[config.mk]
export PLATFORM = sky130hd
export DESIGN_NAME = sdes_slip_deser
export DESIGN_NICKNAME = d
export VERILOG_FILES = /design/src/rtl/sdes_pkg.sv /design/src/rtl/sdes_slip_sync.sv /design/src/rtl/sdes_divider.sv /design/src/rtl/sdes_shift_path.sv /design/src/rtl/sdes_slip_deser.sv
export SDC_FILE = /design/constraint.sdc
export NUM_CORES = 1
export LEC_CHECK = 0
export BUFFER_PORTS_ARGS = -buffer_cell sky130_fd_sc_hd__buf_2
export CORE_MARGIN = 1
export CORE_UTILIZATION = 35
export CTS_BUF_LIST = sky130_fd_sc_hd__clkbuf_4
export CTS_CLUSTER_SIZE = 14
export DETAILED_ROUTE_END_ITERATION = 16
export PLACE_DENSITY = 0.59
export SYNTH_ARGS = -nofsm -noshare
export SYNTH_HDL_FRONTEND = slang
export SYNTH_SLANG_ARGS = --single-unit
[constraint.sdc]
create_clock -name clk -period 1.8 [get_ports clk]
set_input_delay 0.18 -clock clk [delete_from_list [all_inputs] [get_ports clk]]
set_output_delay 0.18 -clock clk [all_outputs]
set_load 0.03 [all_outputs]
[src/rtl/sdes_pkg.sv]
// Shared definitions for the slip deserializer.
// Assumes: nothing beyond IEEE 1800-2017.
package sdes_pkg;
    typedef enum logic {
        WIDTH_NARROW = 1'b0,
        WIDTH_WIDE   = 1'b1
    } width_mode_e;

    // Number of bits needed to count one word.
    function automatic int unsigned word_bits(input int unsigned w);
        return (w <= 1) ? 1 : $clog2(w);
    endfunction
endpackage

[src/rtl/sdes_slip_sync.sv]
// Brings the asynchronous slip request into the clock domain through
// STAGES flops and emits a one-cycle pulse per rising edge.
// Assumes: the request is held for at least two clocks.
module sdes_slip_sync #(
    parameter int unsigned STAGES = 2
) (
    input  logic clk,
    input  logic rst_n,
    input  logic req_async,
    output logic slip_pulse
);
    logic [STAGES:0] chain_r;

    // Shift the request through the synchronizer plus one edge-history flop.
    always_ff @(posedge clk) begin
        if (!rst_n) chain_r <= '0;
        else        chain_r <= {chain_r[STAGES-1:0], req_async};
    end

    assign slip_pulse = chain_r[STAGES-1] & ~chain_r[STAGES];

    // A held request must never give two pulses in a row.
    p_slip_single_r9: assert property (@(posedge clk) disable iff (!rst_n)
        slip_pulse |=> !slip_pulse);
endmodule

[src/rtl/sdes_divider.sv]
// Word counter: counts bit clocks, is held for one clock per slip pulse,
// picks the reload cycle by mode, and drives the divided clock outputs.
// Assumes: WORD_W is a power of two, at least 2.
module sdes_divider
    import sdes_pkg::*;
#(
    parameter int unsigned WORD_W = 4
) (
    input  logic        clk,
    input  logic        rst_n,
    input  width_mode_e mode,
    input  logic        slip,
    output logic        load_now,
    output logic        load_stb,
    output logic        word_clk,
    output logic        pair_clk
);
    localparam int unsigned LOW_W = word_bits(WORD_W);
    localparam int unsigned CNT_W = LOW_W + 1;

    logic [CNT_W-1:0] cnt_r;
    logic             term;

    // End of a word interval for the chosen mode.
    always_comb begin
        if (mode == WIDTH_WIDE) term = &cnt_r;
        else                    term = &cnt_r[LOW_W-1:0];
    end

    // A reload happens only on a counting clock, so a slip delays it by one.
    assign load_now = term & ~slip;

    // Advance the counter unless a slip pulse swallows this count.
    always_ff @(posedge clk) begin
        if (!rst_n)     cnt_r <= '0;
        else if (!slip) cnt_r <= cnt_r + 1'b1;
    end

    // Register the reload strobe so it lines up with the parallel output.
    always_ff @(posedge clk) begin
        if (!rst_n) load_stb <= 1'b0;
        else        load_stb <= load_now;
    end

    assign word_clk = cnt_r[LOW_W-1];
    assign pair_clk = cnt_r[CNT_W-1];

    // Reloads never come on two clocks in a row.
    p_load_spaced_r3: assert property (@(posedge clk) disable iff (!rst_n)
        load_stb |=> !load_stb);
    // Right after a reload the quarter-rate clock is in its low half.
    p_word_clk_low_r5: assert property (@(posedge clk) disable iff (!rst_n)
        load_stb |-> !word_clk);
endmodule

[src/rtl/sdes_shift_path.sv]
// Input select, shift register, serial retime flop and parallel register.
// Assumes: load_now is high for single cycles only.
module sdes_shift_path #(
    parameter int unsigned WORD_W = 4
) (
    input  logic              clk,
    input  logic              rst_n,
    input  logic              sin_a,
    input  logic              sin_b,
    input  logic              sel_a,
    input  logic              load_now,
    output logic [WORD_W-1:0] par_q,
    output logic              ser_out
);
    logic              bit_in;
    logic [WORD_W-1:0] shift_r;
    logic [WORD_W-1:0] word_next;

    assign bit_in    = sel_a ? sin_a : sin_b;
    // The newest bit enters at the top, so the oldest ends at bit 0.
    assign word_next = {bit_in, shift_r[WORD_W-1:1]};

    // Collect serial bits.
    always_ff @(posedge clk) begin
        if (!rst_n) shift_r <= '0;
        else        shift_r <= word_next;
    end

    // Retime the selected bit for the cascade output.
    always_ff @(posedge clk) begin
        if (!rst_n) ser_out <= 1'b0;
        else        ser_out <= bit_in;
    end

    // Transfer the completed word, including the bit sampled on this clock.
    always_ff @(posedge clk) begin
        if (!rst_n)        par_q <= '0;
        else if (load_now) par_q <= word_next;
    end
endmodule

[src/rtl/sdes_slip_deser.sv]
// Top level of the 1:4 deserializer with bit slip and cascade output.
// Assumes: one clock domain; slip_req may be asynchronous.
module sdes_slip_deser
    import sdes_pkg::*;
#(
    parameter int unsigned WORD_W      = 4,
    parameter int unsigned SYNC_STAGES = 2
) (
    input  logic              clk,
    input  logic              rst_n,
    input  logic              sin_a,
    input  logic              sin_b,
    input  logic              sel_a,
    input  logic              mode_wide,
    input  logic              slip_req,
    output logic [WORD_W-1:0] par_q,
    output logic              ser_out,
    output logic              word_clk,
    output logic              pair_clk,
    output logic              load_stb
);
    logic        slip_pulse;
    logic        load_now;
    width_mode_e mode;

    assign mode = width_mode_e'(mode_wide);

    sdes_slip_sync #(.STAGES(SYNC_STAGES)) u_sync (
        .clk        (clk),
        .rst_n      (rst_n),
        .req_async  (slip_req),
        .slip_pulse (slip_pulse)
    );

    sdes_divider #(.WORD_W(WORD_W)) u_div (
        .clk      (clk),
        .rst_n    (rst_n),
        .mode     (mode),
        .slip     (slip_pulse),
        .load_now (load_now),
        .load_stb (load_stb),
        .word_clk (word_clk),
        .pair_clk (pair_clk)
    );

    sdes_shift_path #(.WORD_W(WORD_W)) u_path (
        .clk      (clk),
        .rst_n    (rst_n),
        .sin_a    (sin_a),
        .sin_b    (sin_b),
        .sel_a    (sel_a),
        .load_now (load_now),
        .par_q    (par_q),
        .ser_out  (ser_out)
    );

    // The newest bit of a reloaded word is the bit just retimed out.
    p_last_bit_ser_r7: assert property (@(posedge clk) disable iff (!rst_n)
        load_stb |-> (par_q[WORD_W-1] == ser_out));
    // The parallel word changes only together with the reload strobe.
    p_par_only_on_load_r3: assert property (@(posedge clk) disable iff (!rst_n)
        !$stable(par_q) |-> load_stb);
endmodule

# Word level (Yosys, flattened, before mapping)
# Index checks and enable logic that the tools add are counted.
[op_classes]
muxes = 2
bitwise = 4
addsub = 1
reduce_logical = 2
[ops]
columns = ["operator", "count"]
rows = [
  ["$add 3x1->3 const B", 1],
  ["$reduce_and 3->1", 1],
  ["$and 1x1->1", 2],
  ["$mux 1", 2],
  ["$not 1->1", 2],
  ["$reduce_and 2->1", 1],
]
[totals]
register_bits = 16

# Longest topological paths before layout
[logic_depth]
depth_word = 4
mapped_depth = 5
ltp_nobuf = 5

# Hierarchy
# From an unflattened synthesis, not the netlist that was laid out.
[unflattened]
hier_cells = 43
hier_area_um2 = 521.8
[modules_own_cells]
columns = ["mod", "cells_per_inst", "instances", "seq_area_each_um2", "area_per_inst_um2"]
rows = [
  ["sdes_shift_path", 20, 1, 140.1, 239.0],
  ["sdes_divider", 16, 1, 80.1, 190.2],
  ["sdes_slip_sync", 7, 1, 60.1, 92.6],
]

# Worst setup path before layout
# OpenSTA, ideal clock, no wires.
[synth_timing]
kind = "register to register"
startpoint = "reg u_div.cnt_r[1]"
endpoint = "reg u_path.par_q[3]"
stages_incl_launch_ff = 6
synth_period_minus_slack_ps = 1533
arrival_ps = 1412
path_buffers = 0
setup_ps = 121
path_slack_ps = 267
cell_sequence = "dfxtp_1 -> ha_1 -> ha_1 -> mux2i_1 -> nor2_4 -> mux2_4"
[synth_via]
elab_chain_len = 3
[synth_rtl]
columns = ["element", "line", "source"]
rows = [
  ["start, declared", "sdes_divider.sv:21", "logic [CNT_W-1:0] cnt_r;"],
  ["start signal, assigned", "sdes_divider.sv:36", "else if (!slip) cnt_r <= cnt_r + 1'b1;"],
  ["$reduce_and 3->1 / $reduce_and 2->1 (equally long branches)", "sdes_divider.sv:26, sdes_divider.sv:27", ""],
  ["$mux 1 (*)", "sdes_divider.sv:26", "if (mode == WIDTH_WIDE) term = &cnt_r;"],
  ["$and 1x1->1 (*)", "sdes_divider.sv:31", "assign load_now = term & ~slip;"],
  ["end signal, assigned", "sdes_shift_path.sv:38", "else if (load_now) par_q <= word_next;"],
  ["end, declared", "sdes_shift_path.sv:12", "output logic [WORD_W-1:0] par_q,"],
]
# Every way passes the cells marked *; elsewhere a longest branch is shown, timed or not.
# A chain may end at the register's enable or synchronous reset.

# Worst setup path after layout
# Same ends and word-level chain as after synthesis.

==> reports/results.ini <==
[status]
status=finished clean

[clock_tree]
cts_hold_buf=0
cts_resized=0
cts_buffers=3
htree_levels=1
clock-root-buffer=clkbuf_4
clockBufferDepth=2
cts.sinks=14
insertion_delay_ns=0.26
cts_tree=done
path_clk_slew_ns=0.08
post-cts-setup-buffer-count=0

[layout]
fillers=128
area_growth_pct=21.0
nets=72
layout-drive-gt1-share_pct=34.4
final_cell_mix=buf_2, dfxtp_1, mux2i_1
post-route-util_pct=46.4
n_antenna_cell=0

[die]
rows=13
die_area_sq_um=1620
coreArea_sq_um=1330
fp.dieH_um=40.2
die_w_um=40.2
initial_core_util_pct=38.4
boundaryPins=15

[critical_path]
r2r_setup_slack_ns=0.37
r2r_start=u_div.cnt_r[1]
cp-start-kind=flop
rr_worst_depth=5
crit_buf_inv=0
crit_top_cell=ha_1
max_stage_delay_ns=0.33
critPathMaxFanout=5
cp.depth=5
path_delay_family=multiplexers
r2r-end=u_path.par_q[3]
end_kind=flop
worstPathArrival_ns=1.59
timing_worst_setup_path_type=flop to flop
crit_slowest_cell=dfxtp_1
worstPathRequired_ns=1.96
worstPathCellList=ha_1 -> ha_1 -> mux2i_1 -> nor2_4 -> mux2_4

[yosys]
syn-cell-area_sq_um=512
synth-compound-area-share_pct=0
synth_top_area_share_pct=54.8
syn_inst=45
synth_largest_area_cell=dfxtp_1
seq_area_frac_synth_pct=54.8
synth.area.mux_share_pct=16.6
synth_area_leaders=dfxtp_1, mux2i_1, and2_1
synth_xor_area_share_pct=1.71
synth_warnings=0
ys_seq_elements=14
synthAdderAreaFrac_pct=4.89
synth.avg_cell_area_sq_um=11.4
netlist-cell-type-count=13
syn_nets=54
synth_top_family_by_area=simple AND/OR/NAND/NOR gates
synthSimpleGateAreaFrac_pct=19.8

[sta]
fin_ws_ns=0.373
period_minus_slack_ns=1.43
max_slew.worst_pin.slew_ns=0.249
maxSlewViolCount=0
hold_viol=0
setup_viol=0
worst_clock_skew_ns=0.00714
tns_ns=0
rsz0062_at_grt=false
relSlewSlack_pct=82.9
timing.final.crit_share_pct=79.3
hold-worst-slack_ns=0.124
clock.fmax_mhz=701

[detailed_routing]
drcViolationCount=0
ant_nets=0
num_vias=328
drt_iter0_markers=4
via_per_inst=4.32
dr.pass1.iters=2
wl_per_cell_um=8.71
drt_wl_total_um=662

[place]
place.port_buffers=14
dp_hpwl_um=501
place_congestion=0.625
pre_cts_slack_ns=0.358

[global_route]
antenna_found_initial=0
grt_start_max_net_pins=16
grt_pass1_wl_um=959
gr-total-overflow=0
first_global_vias=229
grtUsageTotal_pct=9.67

[min_path]
min-delay-start=slip_req
whs_endpoint=u_sync.chain_r[0]
hold_depth=2
hp-class=primary input to flop

[pwr]
irDropWorstVdd_v=0.000504
p_total_uw=561
power_frac_clock_pct=29.0
p_leak_uw=0.000299
power_frac_seq_pct=59.1
intPower_uw=431
p_switching_uw=130
p_comb_share_pct=11.9
p_per_area_nw_per_um2=906
p_sw_share_pct=23.2

[flow_run]
max-cap-violations=0

==> sequential cells by signal, summed over array words and instances (netlist names) <==
signal / flops
u_path.ser_out: 1
u_path.par_q: 4
u_div.cnt_r: 3
u_div.load_stb: 1
u_path.shift_r: 2
u_sync.chain_r: 3
==> per-stage QoR <==
step	instances	cell area, sq um
final	76	619
after global routing	76	619
after CTS	76	619
after detailed placement	73	597
after global placement	73	597
after floorplan	45	512
==> synth_stat cells <==
library cell / number
nand2_1: 6
ha_1: 2
nor2_4: 1
and2_1: 5
and2_2: 1
clkbuf_1: 1
xnor2_1: 1
inv_1: 2
mux2i_1: 7
nor2b_1: 3
mux2_4: 1
dfxtp_1: 14
and2b_4: 1
==> per-layer routing <==
layer	global-route usage, %	routed length [um]	vias up
met5	0	0	-
met1	13.5	359	141
li1	-	-	177
met3	7.22	45	0
met4	2.50	0	0
met2	11.3	258	10
==> cell families (layout without fill, tap and decap cells) <==
kind of cell | count (synthesis) | in the layout
buf+inv | 3 | 19
fa+ha+maj | 2 | 2
flops | 14 | 14
xor+xnor | 1 | 1
mux | 8 | 8
simple gates | 17 | 17
==> power groups by stage <==
stage / Combinational (uW) / Sequential (uW) / Clock (uW)
4_1_cts: 68.3 / 332 / 172
3_3_place_gp: 67.8 / 339 / 0
5_1_grt: 74.2 / 334 / 186
3_5_place_dp: 67.9 / 339 / 0
2_1_floorplan: 32.3 / 354 / 0
6_report: 66.9 / 332 / 163
==> how the worst max path moves through the flow <==
stage,from,endpoint,slack [ns]
finish,u_div.cnt_r[1],u_path.par_q[3],0.37
global route,u_div.cnt_r[1],u_path.par_q[3],0.29
CTS,u_div.cnt_r[1],u_path.par_q[3],0.35
detailed placement,u_div.cnt_r[1],u_path.par_q[3],0.36
global placement,u_div.cnt_r[1],u_path.par_q[3],0.38
floorplan,u_div.cnt_r[1],u_path.par_q[3],0.27
==> worst reg2reg max path: cells and delay by family, from the launching register on <==
family / cells / cell delay [ns]
flops: 1 / 0.33
mux: 2 / 0.53
simple gates: 1 / 0.09
fa+ha+maj: 2 / 0.38
==> area by class of cell <==
| class | instances | area (sq um) | share of cell area [%] |
|---|---|---|---|
| Timing Repair Buffer | 14 | 70.1 | 11.3 |
| Multi-Input combinational cell | 28 | 220 | 35.6 |
| Inverter | 2 | 7.51 | 1.21 |
| Tap cell | 15 | 18.8 | 3.03 |
| Sequential cell | 14 | 280 | 45.3 |
| Clock buffer | 3 | 22.5 | 3.64 |
No activity file was read; power rests on OpenSTA's default activity.
